<file path="config.mk">
export PLATFORM = sky130hd
export DESIGN_NAME = timer_bank
export DESIGN_NICKNAME = d
export VERILOG_FILES = /design/src/rtl/timer_pkg.sv /design/src/rtl/tmr_decode.sv /design/src/rtl/tmr_down.sv /design/src/rtl/tmr_up.sv /design/src/rtl/timer_bank.sv
export SDC_FILE = /design/constraint.sdc
export NUM_CORES = 1
export LEC_CHECK = 0
export BUFFER_PORTS_ARGS = -buffer_cell sky130_fd_sc_hd__buf_4
export CAP_MARGIN = 30
export CORE_MARGIN = 1.5
export CORE_UTILIZATION = 40
export CTS_CLUSTER_DIAMETER = 40
export CTS_CLUSTER_SIZE = 12
export DETAILED_ROUTE_END_ITERATION = 6
export PLACE_DENSITY = 0.65
export SYNTH_ARGS = -nofsm -noshare
export SYNTH_HDL_FRONTEND = slang
export SYNTH_SLANG_ARGS = --single-unit
</file>
<file path="constraint.sdc">
create_clock -name clk -period 2.73 [get_ports clk]
set_clock_uncertainty 0.05 [all_clocks]
set_input_delay 0.1365 -clock clk [delete_from_list [all_inputs] [get_ports clk]]
set_output_delay 0.1365 -clock clk [all_outputs]
set_load 0.005 [all_outputs]
</file>
<file path="src/rtl/timer_pkg.sv">
// Shared constants for the timer bank: word map and control bit positions.
// Assumes a 4-bit word address and a 32-bit data path.
package timer_pkg;
    localparam int WORD_W     = 32;
    localparam int ADDR_W     = 4;
    localparam int N_DOWN     = 3;
    // offsets inside a down-counter's four-word slot
    localparam int OFS_LOAD   = 0;
    localparam int OFS_VALUE  = 1;
    localparam int OFS_CTRL   = 2;
    localparam int OFS_ACK    = 3;
    // up-counter words
    localparam int ADR_UP_LO  = 12;
    localparam int ADR_UP_HI  = 13;
    // control word bits
    localparam int CB_RUN     = 7;
    localparam int CB_PERIOD  = 6;
    localparam int CB_SLOW    = 3;
    localparam int UP_EN_BIT  = 8;
endpackage

</file>
<file path="src/rtl/tmr_decode.sv">
// Write decoder: turns a word address plus write strobe into one-hot
// per-register strobes. Assumes the map of timer_pkg; unmapped words
// produce no strobe.
module tmr_decode
    import timer_pkg::*;
#(
    parameter int NT = N_DOWN
) (
    input  logic              wr_en,
    input  logic [ADDR_W-1:0] addr,
    output logic [NT-1:0]     load_we,
    output logic [NT-1:0]     ctrl_we,
    output logic [NT-1:0]     ack_we,
    output logic              up_we
);
    // per-timer strobes from the slot index and the word offset
    for (genvar k = 0; k < NT; k++) begin : g_slot
        always_comb begin
            load_we[k] = wr_en && (int'(addr) == 4*k + OFS_LOAD);
            ctrl_we[k] = wr_en && (int'(addr) == 4*k + OFS_CTRL);
            ack_we[k]  = wr_en && (int'(addr) == 4*k + OFS_ACK);
        end
    end

    // enable word of the up-counter
    assign up_we = wr_en && (int'(addr) == ADR_UP_HI);
endmodule

</file>
<file path="src/rtl/tmr_down.sv">
// One reloadable down-counter with a level interrupt on underflow.
// Assumes ticks are single-cycle enables in the clk domain and W <= 32.
module tmr_down #(
    parameter int W = 16
) (
    input  logic         clk,
    input  logic         rst_n,
    input  logic         slow_tick,
    input  logic         fast_tick,
    input  logic         load_we,
    input  logic [W-1:0] load_data,
    input  logic         ctrl_we,
    input  logic         ctrl_run,
    input  logic         ctrl_period,
    input  logic         ctrl_slow,
    input  logic         ack_we,
    output logic [31:0]  load_o,
    output logic [31:0]  count_o,
    output logic [7:0]   ctrl_o,
    output logic         irq_o
);
    logic [W-1:0] reload_q, cnt_q;
    logic         run_q, period_q, slow_q, irq_q;
    logic         tick, wrap;

    assign tick = slow_q ? slow_tick : fast_tick;
    assign wrap = run_q && tick && (cnt_q == '0);

    // control word storage
    always_ff @(posedge clk) begin
        if (!rst_n) begin
            run_q    <= 1'b0;
            period_q <= 1'b0;
            slow_q   <= 1'b0;
        end else if (ctrl_we) begin
            run_q    <= ctrl_run;
            period_q <= ctrl_period;
            slow_q   <= ctrl_slow;
        end
    end

    // reload value storage
    always_ff @(posedge clk) begin
        if (!rst_n)       reload_q <= '0;
        else if (load_we) reload_q <= load_data;
    end

    // live count: a load write wins, then count down, reload or wrap
    always_ff @(posedge clk) begin
        if (!rst_n)                cnt_q <= '0;
        else if (load_we)          cnt_q <= load_data;
        else if (run_q && tick) begin
            if (cnt_q == '0)       cnt_q <= period_q ? reload_q : '1;
            else                   cnt_q <= cnt_q - 1'b1;
        end
    end

    // interrupt level: set by underflow, cleared by acknowledge
    always_ff @(posedge clk) begin
        if (!rst_n)      irq_q <= 1'b0;
        else if (wrap)   irq_q <= 1'b1;
        else if (ack_we) irq_q <= 1'b0;
    end

    assign load_o  = 32'(reload_q);
    assign count_o = 32'(cnt_q);
    assign ctrl_o  = {run_q, period_q, 2'b00, slow_q, 3'b000};
    assign irq_o   = irq_q;

    p_hold_r4: assert property (@(posedge clk) disable iff (!rst_n)
        (!(run_q && tick) && !load_we) |=> $stable(cnt_q));
    p_step_r4: assert property (@(posedge clk) disable iff (!rst_n)
        (run_q && tick && cnt_q != '0 && !load_we) |=> (cnt_q == $past(cnt_q) - 1'b1));
    p_reload_r5: assert property (@(posedge clk) disable iff (!rst_n)
        (wrap && period_q && !load_we) |=> (cnt_q == $past(reload_q)));
    p_wrap_ones_r6: assert property (@(posedge clk) disable iff (!rst_n)
        (wrap && !period_q && !load_we) |=> (&cnt_q));
    p_ack_r7: assert property (@(posedge clk) disable iff (!rst_n)
        (ack_we && !wrap) |=> !irq_q);
    p_irq_src_r7: assert property (@(posedge clk) disable iff (!rst_n)
        $rose(irq_q) |-> $past(wrap));
endmodule

</file>
<file path="src/rtl/tmr_up.sv">
// Free-running up-counter without interrupt, paced by the fast tick.
// Assumes LO_W <= 32 and FREE_W - LO_W between 1 and 8.
module tmr_up #(
    parameter int FREE_W = 40,
    parameter int LO_W   = 32
) (
    input  logic        clk,
    input  logic        rst_n,
    input  logic        fast_tick,
    input  logic        en_we,
    input  logic        en_data,
    output logic [31:0] lo_o,
    output logic [31:0] hi_o
);
    localparam int HI_W = FREE_W - LO_W;

    logic [FREE_W-1:0] cnt_q;
    logic              en_q;
    logic [7:0]        hi_bits;

    // enable bit written through the high word
    always_ff @(posedge clk) begin
        if (!rst_n)     en_q <= 1'b0;
        else if (en_we) en_q <= en_data;
    end

    // count one per fast tick while enabled, wrapping at the top
    always_ff @(posedge clk) begin
        if (!rst_n)                 cnt_q <= '0;
        else if (en_q && fast_tick) cnt_q <= cnt_q + 1'b1;
    end

    assign hi_bits = 8'(cnt_q[FREE_W-1:LO_W]);
    assign lo_o    = 32'(cnt_q[LO_W-1:0]);
    assign hi_o    = {23'b0, en_q, hi_bits};

    p_up_hold_r9: assert property (@(posedge clk) disable iff (!rst_n)
        !(en_q && fast_tick) |=> $stable(cnt_q));
    p_up_step_r10: assert property (@(posedge clk) disable iff (!rst_n)
        (en_q && fast_tick) |=> (cnt_q == FREE_W'($past(cnt_q) + 1'b1)));
    initial begin
        assert (HI_W >= 1 && HI_W <= 8);
    end
endmodule

</file>
<file path="src/rtl/timer_bank.sv">
// Timer bank top: three down-counters (two SHORT_W, one LONG_W) with
// level interrupts and one FREE_W up-counter, behind a word-addressed
// write port and a combinational read port. Assumes single-cycle ticks.
module timer_bank
    import timer_pkg::*;
#(
    parameter int SHORT_W = 16,
    parameter int LONG_W  = 32,
    parameter int FREE_W  = 40,
    parameter int LO_W    = 32
) (
    input  logic              clk,
    input  logic              rst_n,
    input  logic              slow_tick,
    input  logic              fast_tick,
    input  logic              wr_en,
    input  logic [ADDR_W-1:0] addr,
    input  logic [31:0]       wdata,
    output logic [31:0]       rdata,
    output logic [N_DOWN-1:0] irq
);
    logic [N_DOWN-1:0] load_we, ctrl_we, ack_we;
    logic              up_we;
    logic [31:0]       load_rd  [N_DOWN];
    logic [31:0]       count_rd [N_DOWN];
    logic [7:0]        ctrl_rd  [N_DOWN];
    logic [31:0]       up_lo, up_hi;

    tmr_decode #(.NT(N_DOWN)) u_dec (
        .wr_en   (wr_en),
        .addr    (addr),
        .load_we (load_we),
        .ctrl_we (ctrl_we),
        .ack_we  (ack_we),
        .up_we   (up_we)
    );

    for (genvar k = 0; k < N_DOWN; k++) begin : g_down
        localparam int W = (k == N_DOWN - 1) ? LONG_W : SHORT_W;
        tmr_down #(.W(W)) u_tmr (
            .clk         (clk),
            .rst_n       (rst_n),
            .slow_tick   (slow_tick),
            .fast_tick   (fast_tick),
            .load_we     (load_we[k]),
            .load_data   (wdata[W-1:0]),
            .ctrl_we     (ctrl_we[k]),
            .ctrl_run    (wdata[CB_RUN]),
            .ctrl_period (wdata[CB_PERIOD]),
            .ctrl_slow   (wdata[CB_SLOW]),
            .ack_we      (ack_we[k]),
            .load_o      (load_rd[k]),
            .count_o     (count_rd[k]),
            .ctrl_o      (ctrl_rd[k]),
            .irq_o       (irq[k])
        );
    end

    tmr_up #(.FREE_W(FREE_W), .LO_W(LO_W)) u_up (
        .clk       (clk),
        .rst_n     (rst_n),
        .fast_tick (fast_tick),
        .en_we     (up_we),
        .en_data   (wdata[UP_EN_BIT]),
        .lo_o      (up_lo),
        .hi_o      (up_hi)
    );

    // read mux over the word map; unmapped words read zero
    always_comb begin
        rdata = '0;
        if (int'(addr[3:2]) < N_DOWN) begin
            case (int'(addr[1:0]))
                OFS_LOAD:  rdata = load_rd[addr[3:2]];
                OFS_VALUE: rdata = count_rd[addr[3:2]];
                OFS_CTRL:  rdata = 32'(ctrl_rd[addr[3:2]]);
                default:   rdata = '0;
            endcase
        end else if (int'(addr) == ADR_UP_LO) begin
            rdata = up_lo;
        end else if (int'(addr) == ADR_UP_HI) begin
            rdata = up_hi;
        end
    end

    p_unmapped_r11: assert property (@(posedge clk) disable iff (!rst_n)
        (addr[3:1] == 3'b111) |-> (rdata == '0));
endmodule

</file>
* Word level (Yosys, flattened, before mapping)
Cells that the tools add are included.
Word-level totals: flip-flop bits (word level) 181, logic and storage cells 101, input port bits 41, output and inout bits 35
Cells by class: add/sub/neg operators 4, reduce and logical (&&, ||, !) cells 28, muxes and demuxes 34, $lt $le $gt $ge 2, bitwise gates (word level) 1, eq/ne operators 12
Operators with widths (number):
- 2-to-1 mux 32 bit | 10
- binary-select mux 32 bit (select 2 bit) | 2
- 2-to-1 mux 16 bit | 8
- case mux 32 bit (3 select lines) | 1
- adder 40 x 1 -> 40 bit (second input constant) | 1
- logical NOT 16 bit | 2
- logical NOT 32 bit | 1
- subtractor 16 x 1 -> 16 bit (second input constant) | 2
- subtractor 32 x 1 -> 32 bit (second input constant) | 1
- equality test 4 bit (second input constant) | 6
- logical AND 1 bit | 17
- binary-select mux 8 bit (select 2 bit) | 1
- equality test 4 x 3 -> 1 bit (second input constant) | 4
- 2-to-1 mux 8 bit | 2
- nonzero test 2 bit | 6
- 2-to-1 mux 1 bit | 9
- 2-to-1 mux 9 bit | 1
- logical NOT 4 bit | 1
- >= comparator 3 bit (second input constant) | 1
- NOT 2 -> 3 bit | 1
- equality test 2 x 1 -> 1 bit (second input constant) | 1
- equality test 2 bit (second input constant) | 1
- logical NOT 2 bit | 1
- less-than comparator 2 bit (second input constant) | 1

* Depth between registers and ports, before layout
depth after elaboration 6, depth in mapped cells 10, depth with buffers taken out 8

* Hierarchy
From an unflattened synthesis, not the netlist that was laid out.
Second synthesis, totals: cells, all modules 1561, area, all modules 13155.1 um2
Modules (own cells, without submodules):
- tmr_down at g_down[0].u_tmr ... | sequential area each 720.7 um2, instances 2, area an instance 2379.8 um2, cells each 276
- tmr_down at g_down[2].u_tmr | sequential area each 1361.3 um2, instances 1, area an instance 3739.8 um2, cells each 453
- timer_bank | sequential area each 0.0 um2, instances 1, area an instance 2392.3 um2, cells each 288
- tmr_up | sequential area each 820.8 um2, instances 1, area an instance 2175.8 um2, cells each 252
- tmr_decode | sequential area each 0.0 um2, instances 1, area an instance 87.6 um2, cells each 16

* Worst setup path before layout
No wires, ideal clock.
path type register -> register, from register g_down[2].u_tmr.cnt_q[5], to register g_down[2].u_tmr.cnt_q[30], path buffers 2, arrival time 2.068 ns, required time 2.566 ns, clock period less this slack 2.232 ns, setup slack 0.498 ns, library setup time 0.114 ns, stages on the path, launching flop included 9, cell sequence dfxtp_1 buf_6 or4_4 nor3_4 and3_1 buf_6 nand3_2 o221a_1 a21o_1
On the way: cells in the longest elaborated chain, start to end 4, elaborated cells between the ends (all ways) 5, those cells by class 1 x add/sub; 3 x mux; 1 x reduce/logical
RTL lines:
- start: declaration | RTL line tmr_down.sv:22 | logic [W-1:0] reload_q, cnt_q;
- start signal: assignment | RTL line tmr_down.sv:51 | else if (load_we) cnt_q <= load_data;
- start signal: assignment | RTL line tmr_down.sv:53 | if (cnt_q == '0) cnt_q <= period_q ? reload_q : '1;
- start signal: assignment | RTL line tmr_down.sv:54 | else cnt_q <= cnt_q - 1'b1;
- subtractor 32 x 1 -> 32 bit or logical NOT 32 bit (tied branches) | RTL line tmr_down.sv:54, tmr_down.sv:53
- 2-to-1 mux 32 bit (*) | RTL line tmr_down.sv:53
- 2-to-1 mux 32 bit (*) | RTL line tmr_down.sv:52 | else if (run_q && tick) begin
- 2-to-1 mux 32 bit (*) | RTL line tmr_down.sv:51
Mark *: on every way between the ends. The rest lies on a longest branch, timed or not. The select of a mux whose other input is x is not followed. A chain may end at the register's enable or synchronous reset.

* Worst setup path in the final report
from register g_down[2].u_tmr.cnt_q[5], to register g_down[2].u_tmr.cnt_q[27]
Same word-level chain as after synthesis.

==> results.cfg <==
[drt]
remaining_drc_errors = 0
drt_iter0_drc = 1382
via_per_inst = 5.92
dr_total_vias = 10600
wire_per_inst_um = 20.2
ant_nets = 0
wl_um = 36200
drt_first_pass_iters = 7

[cts]
cts_resized = 0
cts_tree = built
cts_htree_levels = 4
cts-root-buf = clkbuf_16
clkLatencyLatePin_ns = 0.44
clock-sinks = 181
holdBufCountCts = 31
cts_made_buffers = 17
postCtsSetupBuffers = 0
clkTransAtPathRegs_ns = 0.08
clk_path_buf_depth = 2

[placed_design]
dp.cells = 1726
gp_congestion = 0.940
portBuffers = 75
dp_hpwl_um = 26000

[layout]
antenna_cells = 0
finalNonFillerCells = 1789
drive_gt1_share_pct = 12.9
seqCellArea_um2 = 3620
multi_input_area_um2 = 6260
nFillCells = 2521
nets = 1494
area_growth_pct = 17.1

[timing]
max_freq_ghz = 0.401
post-route-period-util_pct = 91.4
finalSetupViolCount = 0
rsz0062_at_grt = no
slew_viol_final = 0
fin_setup_tns_ns = 0
finalHoldViolations = 0
min_period_ns = 2.49
relSlewSlack_pct = 60.7
worstMarginPinSlew_ns = 0.589

[synthesis]
synth_top_flop_cell = dfxtp_1
yosys.area.top_type = dfxtp_1
ys_seq_area_share_pct = 34.7
syn_inst = 1378
syn-num-nets = 1426
synth_edf_count = 0
async_reset_ff_share_pct = 0
ys_types = 73
yosysTopAreaCellShare_pct = 34.7
ys_top_cells_by_area = dfxtp_1 (35%), nand2_1 (10%), a21oi_1 (6.2%)
syn_area_um2 = 10400
syn_avg_cell_area_um2 = 7.57
synth_seq_cells = 181
synth_most_common_cell = nand2_1
synth.top_cells.by_count = nand2_1 (280), dfxtp_1 (181), a21oi_1 (129), nor2_1 (102), o21ai_0 (92)
yosysWarnings = 0

[power_and_ir_drop]
switching_share_pct = 31.5
power_per_cell_area_nw_per_um2 = 518
vdd_drop_max_uv = 435
comb_power_share_pct = 17.6
p_int_mw = 4.34
clockPowerShare_pct = 39.1
cellLeakagePower_nw = 4.54
p_seq_share_pct = 43.3
p_sw_mw = 1.99

[floorplan]
core_um2 = 25400
initial_utilization_pct = 41.1
num_io_pins = 76
die_area_um2 = 27100
fp.dieH_um = 165
die_x_um = 165
num_rows = 58

[run_status]
status = complete, no violations

[critical_path]
slowest_delay_ns = 0.59
startpoint = g_down[2].u_tmr.count_o[5]
slowest_stage = or4_4
cp_max_fo = 9
critPathKind = register to register
crit_path_end_kind = register
rr_startpoint = g_down[2].u_tmr.count_o[5]
arrival_ns = 2.75
worstPathRequired_ns = 2.98
path_cells = or4_4, nor3_4, and3_1, nand4_2, nor2_1, a211oi_2
startpoint_type = register

[grt]
grt.total_usage_pct = 26.9
first_global_vias = 9804
grt_max_degree = 46
antenna_found_initial = 1
grt-ovfl-total = 0
grt_pass1_wl_um = 56000

[hold_path]
hp-class = primary input to register
min_from = wdata[31]

[job]
maxCapViolations = 0
layout by cell type (no fill, tap or decap), types with 5 or more instances in the layout:
master and n:
a31o_1 16, a31oi_1 7, xnor2_1 41, nor3_1 38, inv_8 6, or3_1 10
inv_1 29, o211ai_1 15, or4_1 5, o311ai_0 5, and3_1 10, a222oi_1 22
nand2_1 280, nand3b_1 18, dlygate4sd3_1 31, o311ai_1 6, dfxtp_1 181, xor2_1 32
mux2i_1 44, nand3_1 28, a211oi_2 6, nor4_1 11, o221ai_1 21, nand4_1 20
clkbuf_16 17, nor2_1 102, a21oi_1 129, buf_4 120, ha_1 7, and2_1 11
o21ai_0 92
registers in the layout (all words and copies together) (netlist names):
signal                 flops
g_down.u_tmr.run_q         3
g_down.u_tmr.irq_o         3
g_down.u_tmr.load_o       32
u_up.cnt_q                40
g_down.u_tmr.count_o      32
u_up.en_q                  1
g_down.u_tmr.slow_q        3
g_down.u_tmr.cnt_q        32
g_down.u_tmr.period_q      3
g_down.u_tmr.reload_q     32
layer usage:
metal  track usage, %  part of all wire [%]  wire, um
met1             36.7                    43     15500
met2             42.0                    45     16300
met3             5.78                   8.9      3210
met4             9.13                   3.0      1090
met5                0                 0.036        13
kinds of logic (layout without fill, tap and decap cells):
| kind of cell | after synthesis | in the layout | share of synthesized area, % |
|---|---|---|---|
| AND/OR/NAND/NOR | 580 | 580 | 26.5 |
| AO/OA/AOI/OAI | 357 | 357 | 21.8 |
| flip-flops | 181 | 181 | 34.7 |
| buffers and inverters | 133 | 214 | 5.43 |
| multiplexers | 47 | 47 | 4.54 |
| adder cells (fa/ha/maj) | 7 | 7 | 0.839 |
| XOR/XNOR | 73 | 73 | 6.13 |
per-stage QoR:
stage                     hold WS [ns]  power, mW  instance area (um2)  setup WS (ns)  util, %
after detailed placement         0.354       3.85                11300          0.256     44.6
after CTS                       0.0174       6.32                12200          0.237     48.1
after floorplan                  0.217       3.55                10400          0.498        -
after global routing            0.0245       6.55                12200         0.0300     48.1
final                           0.0179       6.33                12200          0.235     48.1
after global placement           0.346       3.85                11300          0.315     44.6
final timing paths:
kind,cells after the start,slack (ns),end
min reg2reg,2,0.42,g_down[2].u_tmr.load_o[10]
max reg2reg,6,0.24,g_down[2].u_tmr.count_o[27]
max,6,0.24,g_down[2].u_tmr.count_o[27]
min,3,0.02,g_down[2].u_tmr.load_o[31]
critical path: cells and delay by family, from the launching register on:
| kind | cells | cell delay, ns |
|---|---|---|
| compound gates | 1 | 0.06 |
| simple gates | 5 | 1.88 |
| flops | 1 | 0.38 |
power groups by stage:
stage          Sequential (mW)  Clock, mW  Combinational [mW]
6_report                  2.74       2.48                1.11
5_1_grt                   2.75       2.59                1.21
4_1_cts                   2.74       2.49                1.09
3_5_place_dp              2.80          0                1.05
3_3_place_gp              2.80          0                1.05
2_1_floorplan             2.78          0               0.774
layout make-up:
| class | instances | share of cell area [%] |
|---|---|---|
| Multi-Input combinational cell | 1064 | 51.2 |
| Sequential cell | 181 | 29.7 |
| Timing Repair Buffer | 152 | 10.1 |
| Clock buffer | 18 | 3.59 |
| Tap cell | 330 | 3.38 |
| Clock inverter | 14 | 1.11 |
| Inverter | 30 | 0.942 |
(Power assumes the default switching activity.)
